==> src/rtl/mspi_pkg.sv <==
package mspi_pkg;

    localparam int ADDR_W  = 7;
    localparam int FRAME_W = 8;
    localparam int BIT_W   = $clog2(FRAME_W);
    localparam int CTRL_W  = 10;

    localparam logic [ADDR_W-1:0] A_GIE   = 7'h1C;
    localparam logic [ADDR_W-1:0] A_ISR   = 7'h20;
    localparam logic [ADDR_W-1:0] A_IER   = 7'h28;
    localparam logic [ADDR_W-1:0] A_SRST  = 7'h40;
    localparam logic [ADDR_W-1:0] A_CTRL  = 7'h60;
    localparam logic [ADDR_W-1:0] A_STAT  = 7'h64;
    localparam logic [ADDR_W-1:0] A_TXD   = 7'h68;
    localparam logic [ADDR_W-1:0] A_RXD   = 7'h6C;
    localparam logic [ADDR_W-1:0] A_SEL   = 7'h70;
    localparam logic [ADDR_W-1:0] A_TXOCC = 7'h74;
    localparam logic [ADDR_W-1:0] A_RXOCC = 7'h78;

    localparam int C_LOOP  = 0;
    localparam int C_EN    = 1;
    localparam int C_MAST  = 2;
    localparam int C_CPOL  = 3;
    localparam int C_CPHA  = 4;
    localparam int C_TXCLR = 5;
    localparam int C_RXCLR = 6;
    localparam int C_MANSS = 7;
    localparam int C_INHIB = 8;
    localparam int C_LSB   = 9;

    localparam logic [CTRL_W-1:0] CTRL_RST = 10'h180;
    localparam logic [31:0]       SRST_KEY = 32'h0000_000A;

    typedef enum logic [2:0] {
        S_IDLE,
        S_SETUP,
        S_FIRST,
        S_SECOND,
        S_FINISH
    } eng_state_t;

endpackage

==> src/rtl/mspi_fifo.sv <==
module mspi_fifo #(
    parameter int WIDTH = 8,
    parameter int DEPTH = 16
) (
    input  logic                         clk,
    input  logic                         rst_n,
    input  logic                         flush,
    input  logic                         push,
    input  logic [WIDTH-1:0]             din,
    input  logic                         pop,
    output logic [WIDTH-1:0]             dout,
    output logic [$clog2(DEPTH+1)-1:0]   count,
    output logic                         full,
    output logic                         empty
);
    localparam int AW = (DEPTH > 1) ? $clog2(DEPTH) : 1;
    localparam int CW = $clog2(DEPTH + 1);
    localparam logic [AW-1:0] LAST = AW'(DEPTH - 1);
    localparam logic [CW-1:0] FULLC = CW'(DEPTH);

    logic [WIDTH-1:0] mem [DEPTH];
    logic [AW-1:0]    wr_ptr;
    logic [AW-1:0]    rd_ptr;
    logic             do_push;
    logic             do_pop;

    assign full    = (count == FULLC);
    assign empty   = (count == '0);
    assign do_push = push && !full;
    assign do_pop  = pop && !empty;
    assign dout    = empty ? '0 : mem[rd_ptr];

    always_ff @(posedge clk or negedge rst_n) begin
        if (!rst_n) begin
            wr_ptr <= '0;
            rd_ptr <= '0;
            count  <= '0;
        end else if (flush) begin
            wr_ptr <= '0;
            rd_ptr <= '0;
            count  <= '0;
        end else begin
            if (do_push) begin
                wr_ptr <= (wr_ptr == LAST) ? '0 : wr_ptr + 1'b1;
            end
            if (do_pop) begin
                rd_ptr <= (rd_ptr == LAST) ? '0 : rd_ptr + 1'b1;
            end
            case ({do_push, do_pop})
                2'b10:   count <= count + 1'b1;
                2'b01:   count <= count - 1'b1;
                default: count <= count;
            endcase
        end
    end

    always_ff @(posedge clk) begin
        if (do_push && !flush) begin
            mem[wr_ptr] <= din;
        end
    end

endmodule

==> src/rtl/mspi_engine.sv <==
module mspi_engine
    import mspi_pkg::*;
#(
    parameter int CLK_DIV = 2
) (
    input  logic               clk,
    input  logic               rst_n,
    input  logic               clr,
    input  logic               start,
    input  logic [FRAME_W-1:0] tx_byte,
    input  logic               cpol,
    input  logic               cpha,
    input  logic               lsb_first,
    input  logic               loopback,
    input  logic               miso,
    output logic               sclk,
    output logic               mosi,
    output logic               busy,
    output logic               rx_valid,
    output logic [FRAME_W-1:0] rx_byte
);
    localparam int DW = $clog2(CLK_DIV) + 1;
    localparam logic [DW-1:0]    TICK_AT = DW'(CLK_DIV - 1);
    localparam logic [BIT_W-1:0] LAST_BIT = BIT_W'(FRAME_W - 1);

    eng_state_t state, nxt;

    logic [DW-1:0]      cnt;
    logic [BIT_W-1:0]   bit_k;
    logic [BIT_W-1:0]   idx;
    logic [FRAME_W-1:0] tx_q;
    logic [FRAME_W-1:0] rx_q;
    logic               tick;
    logic               rx_in;

    assign tick    = (cnt == TICK_AT);
    assign idx     = lsb_first ? bit_k : (LAST_BIT - bit_k);
    assign rx_in   = loopback ? mosi : miso;
    assign rx_byte = rx_q;

    // state register
    always_ff @(posedge clk or negedge rst_n) begin
        if (!rst_n) begin
            state <= S_IDLE;
        end else if (clr) begin
            state <= S_IDLE;
        end else begin
            state <= nxt;
        end
    end

    // next state
    always_comb begin
        nxt = state;
        unique case (state)
            S_IDLE:   if (start) nxt = S_SETUP;
            S_SETUP:  if (tick)  nxt = S_FIRST;
            S_FIRST:  if (tick)  nxt = S_SECOND;
            S_SECOND: if (tick)  nxt = (bit_k == LAST_BIT) ? S_FINISH : S_FIRST;
            S_FINISH: nxt = S_IDLE;
            default:  nxt = S_IDLE;
        endcase
    end

    // outputs
    always_comb begin
        sclk     = cpol;
        mosi     = 1'b1;
        busy     = 1'b1;
        rx_valid = 1'b0;
        unique case (state)
            S_IDLE:   busy = 1'b0;
            S_SETUP:  mosi = tx_q[idx];
            S_FIRST:  begin
                mosi = tx_q[idx];
                sclk = cpol ^ cpha;
            end
            S_SECOND: begin
                mosi = tx_q[idx];
                sclk = ~(cpol ^ cpha);
            end
            S_FINISH: rx_valid = 1'b1;
            default:  busy = 1'b0;
        endcase
    end

    // datapath
    always_ff @(posedge clk or negedge rst_n) begin
        if (!rst_n) begin
            cnt   <= '0;
            bit_k <= '0;
            tx_q  <= '0;
            rx_q  <= '0;
        end else if (clr) begin
            cnt   <= '0;
            bit_k <= '0;
            tx_q  <= '0;
            rx_q  <= '0;
        end else begin
            if (tick || state == S_IDLE || state == S_FINISH) begin
                cnt <= '0;
            end else begin
                cnt <= cnt + 1'b1;
            end
            if (state == S_IDLE && start) begin
                tx_q  <= tx_byte;
                bit_k <= '0;
            end
            if (state == S_FIRST && tick) begin
                rx_q[idx] <= rx_in;
            end
            if (state == S_SECOND && tick) begin
                bit_k <= bit_k + 1'b1;
            end
        end
    end

endmodule

==> src/rtl/mmio_spi_master.sv <==
module mmio_spi_master
    import mspi_pkg::*;
#(
    parameter int CLK_DIV    = 2,
    parameter int NUM_SS     = 4,
    parameter int FIFO_DEPTH = 16
) (
    input  logic              clk,
    input  logic              rst_n,
    input  logic              reg_wr,
    input  logic              reg_rd,
    input  logic [6:0]        reg_addr,
    input  logic [31:0]       reg_wdata,
    output logic [31:0]       reg_rdata,
    output logic              sclk,
    output logic              mosi,
    input  logic              miso,
    output logic [NUM_SS-1:0] ss_n
);
    localparam int CW = $clog2(FIFO_DEPTH + 1);

    logic [CTRL_W-1:0]  ctrl_q;
    logic [NUM_SS-1:0]  sel_q;
    logic [31:0]        gie_q, isr_q, ier_q;
    logic               soft_hit;
    logic               wr_ctrl;

    logic [FRAME_W-1:0] tx_head, rx_head, rx_byte;
    logic [CW-1:0]      tx_cnt, rx_cnt;
    logic               tx_full, tx_empty, rx_full, rx_empty;
    logic               eng_busy, rx_valid, start;
    logic               tx_flush, rx_flush;

    assign soft_hit = reg_wr && (reg_addr == A_SRST) && (reg_wdata == SRST_KEY);
    assign wr_ctrl  = reg_wr && (reg_addr == A_CTRL);
    assign tx_flush = soft_hit || ctrl_q[C_TXCLR];
    assign rx_flush = soft_hit || ctrl_q[C_RXCLR];

    assign start = !eng_busy && ctrl_q[C_EN] && ctrl_q[C_MAST] &&
                   !ctrl_q[C_INHIB] && !ctrl_q[C_TXCLR] && !tx_empty;

    always_ff @(posedge clk or negedge rst_n) begin
        if (!rst_n) begin
            ctrl_q <= CTRL_RST;
            sel_q  <= '1;
            gie_q  <= '0;
            isr_q  <= '0;
            ier_q  <= '0;
        end else if (soft_hit) begin
            ctrl_q <= CTRL_RST;
            sel_q  <= '1;
            gie_q  <= '0;
            isr_q  <= '0;
            ier_q  <= '0;
        end else begin
            if (wr_ctrl) begin
                ctrl_q <= reg_wdata[CTRL_W-1:0];
            end else begin
                ctrl_q[C_TXCLR] <= 1'b0;
                ctrl_q[C_RXCLR] <= 1'b0;
            end
            if (reg_wr && reg_addr == A_SEL) sel_q <= reg_wdata[NUM_SS-1:0];
            if (reg_wr && reg_addr == A_GIE) gie_q <= reg_wdata;
            if (reg_wr && reg_addr == A_ISR) isr_q <= reg_wdata;
            if (reg_wr && reg_addr == A_IER) ier_q <= reg_wdata;
        end
    end

    mspi_fifo #(.WIDTH(FRAME_W), .DEPTH(FIFO_DEPTH)) u_txq (
        .clk   (clk),
        .rst_n (rst_n),
        .flush (tx_flush),
        .push  (reg_wr && reg_addr == A_TXD),
        .din   (reg_wdata[FRAME_W-1:0]),
        .pop   (start),
        .dout  (tx_head),
        .count (tx_cnt),
        .full  (tx_full),
        .empty (tx_empty)
    );

    mspi_fifo #(.WIDTH(FRAME_W), .DEPTH(FIFO_DEPTH)) u_rxq (
        .clk   (clk),
        .rst_n (rst_n),
        .flush (rx_flush),
        .push  (rx_valid),
        .din   (rx_byte),
        .pop   (reg_rd && reg_addr == A_RXD),
        .dout  (rx_head),
        .count (rx_cnt),
        .full  (rx_full),
        .empty (rx_empty)
    );

    mspi_engine #(.CLK_DIV(CLK_DIV)) u_eng (
        .clk       (clk),
        .rst_n     (rst_n),
        .clr       (soft_hit),
        .start     (start),
        .tx_byte   (tx_head),
        .cpol      (ctrl_q[C_CPOL]),
        .cpha      (ctrl_q[C_CPHA]),
        .lsb_first (ctrl_q[C_LSB]),
        .loopback  (ctrl_q[C_LOOP]),
        .miso      (miso),
        .sclk      (sclk),
        .mosi      (mosi),
        .busy      (eng_busy),
        .rx_valid  (rx_valid),
        .rx_byte   (rx_byte)
    );

    assign ss_n = (ctrl_q[C_MANSS] || eng_busy) ? sel_q : '1;

    function automatic logic [31:0] occ(input logic [CW-1:0] c);
        return (c == '0) ? 32'd0 : 32'(c - 1'b1);
    endfunction

    always_comb begin
        reg_rdata = '0;
        unique case (reg_addr)
            A_GIE:   reg_rdata = gie_q;
            A_ISR:   reg_rdata = isr_q;
            A_IER:   reg_rdata = ier_q;
            A_CTRL:  reg_rdata = 32'(ctrl_q);
            A_STAT:  reg_rdata = {26'd0, 1'b1, 1'b0, tx_full, tx_empty, rx_full, rx_empty};
            A_RXD:   reg_rdata = 32'(rx_head);
            A_SEL:   reg_rdata = 32'(sel_q);
            A_TXOCC: reg_rdata = occ(tx_cnt);
            A_RXOCC: reg_rdata = occ(rx_cnt);
            default: reg_rdata = '0;
        endcase
    end

endmodule

==> config.mk <==
export PLATFORM = sky130hd
export DESIGN_NAME = mmio_spi_master
export DESIGN_NICKNAME = d
export VERILOG_FILES = /design/src/rtl/mspi_pkg.sv /design/src/rtl/mspi_fifo.sv /design/src/rtl/mspi_engine.sv /design/src/rtl/mmio_spi_master.sv
export SDC_FILE = /design/constraint.sdc
export NUM_CORES = 1
export LEC_CHECK = 0
export ABC_AREA = 0
export BUFFER_PORTS_ARGS = -buffer_cell sky130_fd_sc_hd__buf_2
export CAP_MARGIN = 10
export CORE_ASPECT_RATIO = 1.5
export CORE_MARGIN = 3
export CORE_UTILIZATION = 40
export CTS_CLUSTER_DIAMETER = 100
export DETAILED_ROUTE_END_ITERATION = 16
export GPL_ROUTABILITY_DRIVEN = 1
export SLEW_MARGIN = 40
export SYNTH_ARGS = -nofsm -noshare
export SYNTH_HDL_FRONTEND = slang
export SYNTH_HIERARCHICAL = 1
export SYNTH_SLANG_ARGS = --single-unit
==> constraint.sdc <==
create_clock -name clk -period 10.7 [get_ports clk]
set_clock_uncertainty 0.15 [all_clocks]
set_input_delay 0 -clock clk [delete_from_list [all_inputs] [get_ports clk]]
set_output_delay 0 -clock clk [all_outputs]
set_load 0.1 [all_outputs]
Yosys cells after proc, flatten, opt, wreduce, memory -nomap -nowiden. Memories as Yosys holds them, arrays and structs flattened. Index checks and enable logic that the tools add are counted.

Equality and inequality tests: 32. Reductions and logical operators: 58. $add $sub $neg: 13. $lt $le $gt $ge: 2. Mux-type cells: 65. Bitwise logic cells: 2.

Operators with widths (number): one-hot mux 32 bit (9 select lines) (1); 2-to-1 mux 32 bit (8); 2-to-1 mux 4 bit (15); equality test 7 bit (second input constant) (8); 2-to-1 mux 8 bit (6); 2-to-1 mux 3 bit (11); equality test 32 x 4 -> 1 bit (second input constant) (1); logical AND 1 bit (24); nonzero test 2 bit (11); one-hot mux 5 bit (2 select lines) (2); adder 4 x 1 -> 4 bit (second input constant) (4); equality test 4 bit (second input constant) (4); 2-to-1 mux 5 bit (3); equality test 7 x 6 -> 1 bit (second input constant) (2); != test 3 x 2 -> 1 bit (second input constant) (4); one-hot mux 3 bit (4 select lines) (1); subtractor 5 x 1 -> 6 bit (second input constant) (2); adder 5 x 1 -> 5 bit (second input constant) (2); equality test 5 bit (second input constant) (2); zero test 5 bit (2); 2-to-1 mux 1 bit (10); 2-to-1 mux 10 bit (1); subtractor 5 x 1 -> 5 bit (second input constant) (2); zero test 1 bit (9); other kinds (24) (37).

Memories: 2. Word-level logic and storage cells: 191. Memory bits (writable): 256. Input bits: 44. Register bits after elaboration: 160. Output and inout port bits: 38.

Memory list: u_rxq.mem (depth 16, width 8, rd ports 1, clocked after memory_dff 0, write ports 1, RTL line mspi_fifo.sv:21) `logic [WIDTH-1:0] mem [DEPTH];`; u_txq.mem (depth 16, width 8, rd ports 1, clocked after memory_dff 0, write ports 1, RTL line mspi_fifo.sv:21).

Longest topological paths before layout.
Depth in word-level cells: 13. Mapped depth: 15. Mapped depth without buffers: 13.

Hierarchy. Netlist, hierarchy kept.

Modules (own cells, without submodules): mspi_fifo (u_rxq) (times used 1, area an instance 5974.5 um2, seq. area each 4169.0 um2, cells an instance 322); mspi_fifo (u_txq) (times used 1, area an instance 5813.1 um2, seq. area each 4169.0 um2, cells an instance 319); mmio_spi_master (times used 1, area an instance 5729.2 um2, seq. area each 2760.1 um2, cells an instance 677); mspi_engine (times used 1, area an instance 1443.9 um2, seq. area each 600.6 um2, cells an instance 131).

Least setup slack after synthesis. No wires, ideal clock.

Path type: register -> output. Start point: register u_rxq.rd_ptr[1]. End point: output port reg_rdata[4]. Required time: 10.550 ns. Arrival time: 3.699 ns. Setup slack: 6.851 ns. Buffers on the path: 2. Cell stages (with the launch flop): 9. Path through: dfrtp_1 > buf_2 > clkbuf_1 > mux4_2 > mux4_2 > nor2b_1 > and3_1 > a31oi_1 > o21ai_0.

Cells in the longest elaborated chain, start to end: 3.

Ends and longest elaborated chain: start, declared (RTL line mspi_fifo.sv:23) `logic [AW-1:0] rd_ptr;`; start signal, assigned (RTL line mspi_fifo.sv:47) `rd_ptr <= (rd_ptr == LAST) ? '0 : rd_ptr + 1'b1;`; memory (16 x 8 bit); 2-to-1 mux 8 bit (RTL line mspi_fifo.sv:31) `assign dout = empty ? '0 : mem[rd_ptr];`; via rx_head[4] (RTL line mmio_spi_master.sv:28) `logic [FRAME_W-1:0] tx_head, rx_head, rx_byte;`; one-hot mux 32 bit (9 select lines) (RTL line mmio_spi_master.sv:121) `unique case (reg_addr)`; end, declared (RTL line mmio_spi_master.sv:14) `output logic [31:0] reg_rdata,`.

The timed path passes the listed nets, and every way through them passes these cells.

Worst setup path in the final report.
Start point: register u_rxq.rd_ptr[0]. End point: output port reg_rdata[2].

Same word-level chain as after synthesis.

==> metrics.cfg <==
[worst_setup_path]
worstPathCellList=buf_4, mux4_2, mux4_2, nor2b_1, mux2_2, a32oi_1, o2bb2ai_1, a211oi_1, o21ai_0, buf_2
worstPathArrival_ns=4.03
cp_slowest_cell=mux4_2
rrSetupSlack_ns=6.94
rr_startpoint=u_eng/state[0]$_DFFE_PN0P_
crit_top_cell=mux4_2
cp-start-kind=flop
path_depth=10
cp-end-kind=output port
cp.buffers_inverters=2
reg2regPathDepth=6
path_delay_family=multiplexers
rr_endpoint=u_rxq/mem[13][0]$_DFFE_PP_
critPathRequiredTime_ns=10.55
crit_type=reg2out
worst_path_largest_cell_delay_ns=0.60
worst-path-max-fanout=37

[run_status]
status=finished clean

[grt]
grt_pass1_vias=12388
grt-ovfl-total=0
antenna_found_initial=2
grt_pass1_wl_um=73600
grt_max_degree=67
grt_usage=0.189

[timing]
holdWs_ns=0.103
final-max-slew-violation-count=0
min_period_over_period=0.391
hold_violations=0
max_slew_margin=0.440
finalSetupViolations=0
fin_crit_ns=4.18
setup_ws_ns=6.52
rsz0062_at_grt=no
finalSetupTns_ns=0
max_freq_mhz=239
tightest_slew_ns=0.836

[clock_tree]
post-cts-setup-buffers=0
clk_pin_slew_ns=0.06
clk_path_buf_depth=3
cts_tree=done
numCtsBuffers=41
htree_num_levels=2
insertion_delay_ns=0.56
cts-root-buf=clkbuf_16
clkSinkCount=416

[route]
num_vias=12397
wl_um=47800
wl_per_cell_um=22.1
drtIter0Drc=1154
drc=0
wl_met1_um=18600
wl_met3_um=2880
antenna_left=0
maxUsedRoutingLayer=met5
first_pass_iters=7
routed_via_density=5.73
route.met2.wl_um=24500

[logic_synthesis]
yosys.area_share.simple=0.114
syn-num-nets=1512
ys.flop_type=edfxtp_1
synth_xor_xnor_area_share=0.00732
yosysUniqueCellTypes=83
synth_top_family_by_area=simple AND/OR/NAND/NOR gates
ys_seq_area_frac=0.617
synth_edf_count=256
avgSynthCellArea_um2=13.1
synth-adder-area-share=0.0125
yosys_warnings=6
async_reset_ff_frac=0.385
synth-compound-area-share=0.104
syn_inst=1449
muxShareOfSynthArea=0.113
ys_seq_elements=416
syn-cell-area_mm2=0.0190

[floorplan]
dieArea_mm2=0.0501
initial_utilization=0.406
fp.dieH_um=273
io_pins=82
core_region_area_mm2=0.0467
fp-row-count=97
dieWidth_um=184

[pwr]
p_total_mw=3.84
peakVddDrop_mv=0.135
leakagePower_nw=8.00
powerDensity_mw_per_mm2=177

[placed_design]
io_buffers=81
dpl_cell_area_mm2=0.0198
dp_worst_setup_slack_ns=6.89
gp_congestion=0.821
dp.cells=2046
dpl.hpwl_um=31900

[cells_and_area]
final_cells=2164
fin_area_mm2=0.0217
nets=1599
fillCellCount=4135
area_growth_pct=14.2
mostFrequentLayoutCells=edfxtp_1, nand2_1, dfrtp_1
post-route-util=0.463
drive_gt1_frac=0.189
final_common_cell=edfxtp_1

[worst_hold_path]
worstHoldStart=reg_wdata[27]
hold_path_class=in2reg
holdPathEnd=isr_q[27]$_DFFE_PN0P_
min_path_cells=4

[run]
drv_cap=0

==> cell usage after synthesis, drive strengths merged, types with 35 or more instances <==
cell type  count  area, µm²
buf           45        294
edfxtp       256       7690
mux4          72       1620
nor2          71        269
o21ai        109        546
dfrtp        154       3850
nand2        254        953
mux2i         44        440
a21oi         35        183
a22o          36        315
clkbuf        56        211
==> cell families (layout without fill, tap and decap cells) <==
logic type	after synthesis	after routing
buf+inv	125	244
fa+ha+maj	19	19
flops	416	416
xor+xnor	15	15
other cells	0	2
simple gates	463	463
compound gates	288	288
mux	123	123
==> state kept, by name (all words and copies together) (netlist names) <==
register,cells
u_eng/state,3
gie_q,32
u_rxq/rd_ptr,4
u_txq/wr_ptr,4
u_eng/cnt,2
ctrl_q,10
u_txq/mem,128
u_rxq/wr_ptr,4
u_txq/rd_ptr,4
sel_q,4
isr_q,32
u_txq/count,5
u_rxq/count,5
u_rxq/mem,128
ier_q,32
u_eng/bit_k,3
u_eng/tx_q,8
u_eng/rx_byte,8
==> layer usage <==
metal  up-vias  global-route usage
met1      6257               0.240
met4         2              0.0681
met3        88              0.0310
li1       5606                   -
met2       444               0.328
met5         -                   0
==> cell type report <==
class	count	area [µm²]	area share
tap	594	743	0.0343
clock buffer	47	1070	0.0494
timing repair buffer	145	1030	0.0476
sequential	416	11700	0.540
clock inverter	28	287	0.0132
multi-input combinational	908	6730	0.311
inverter	24	90.1	0.00416
antenna	2	5.00	0.000231
==> what timing repair did <==
| action | CTS | global route |
|---|---|---|
| hold buffers | 39 | 1 |
| gates resized for setup | 0 | 0 |
| hold endpoints to repair | 357 | 6 |
==> worst register-to-register path, delay by kind of cell (launching register included) <==
family | cells | cell delay [ns]
AO/OA/AOI/OAI | 1 | 0.55
buffers and inverters | 1 | 0.31
flip-flops | 1 | 0.53
AND/OR/NAND/NOR | 4 | 1.83
==> power by group <==
part	switching, mW	internal [mW]
logic	0.324	0.201
registers	0.0897	1.77
clock network	0.629	0.826
total	1.04	2.80
==> how the worst max path moves through the flow <==
stage / startpoint / to / slack (ns)
global route: u_rxq/rd_ptr[0]$_DFFE_PN0P_ / reg_rdata[2] / 6.28
CTS: u_rxq/rd_ptr[0]$_DFFE_PN0P_ / reg_rdata[2] / 6.43
global placement: reg_addr[3] / u_rxq/mem[1][2]$_DFFE_PP_ / 6.80
floorplan: u_rxq/rd_ptr[1]$_DFFE_PN0P_ / reg_rdata[4] / 6.85
finish: u_rxq/rd_ptr[0]$_DFFE_PN0P_ / reg_rdata[2] / 6.52
detailed placement: reg_addr[3] / u_rxq/mem[8][1]$_DFFE_PP_ / 6.89
Note: power is estimated with default switching activity, not from simulation.
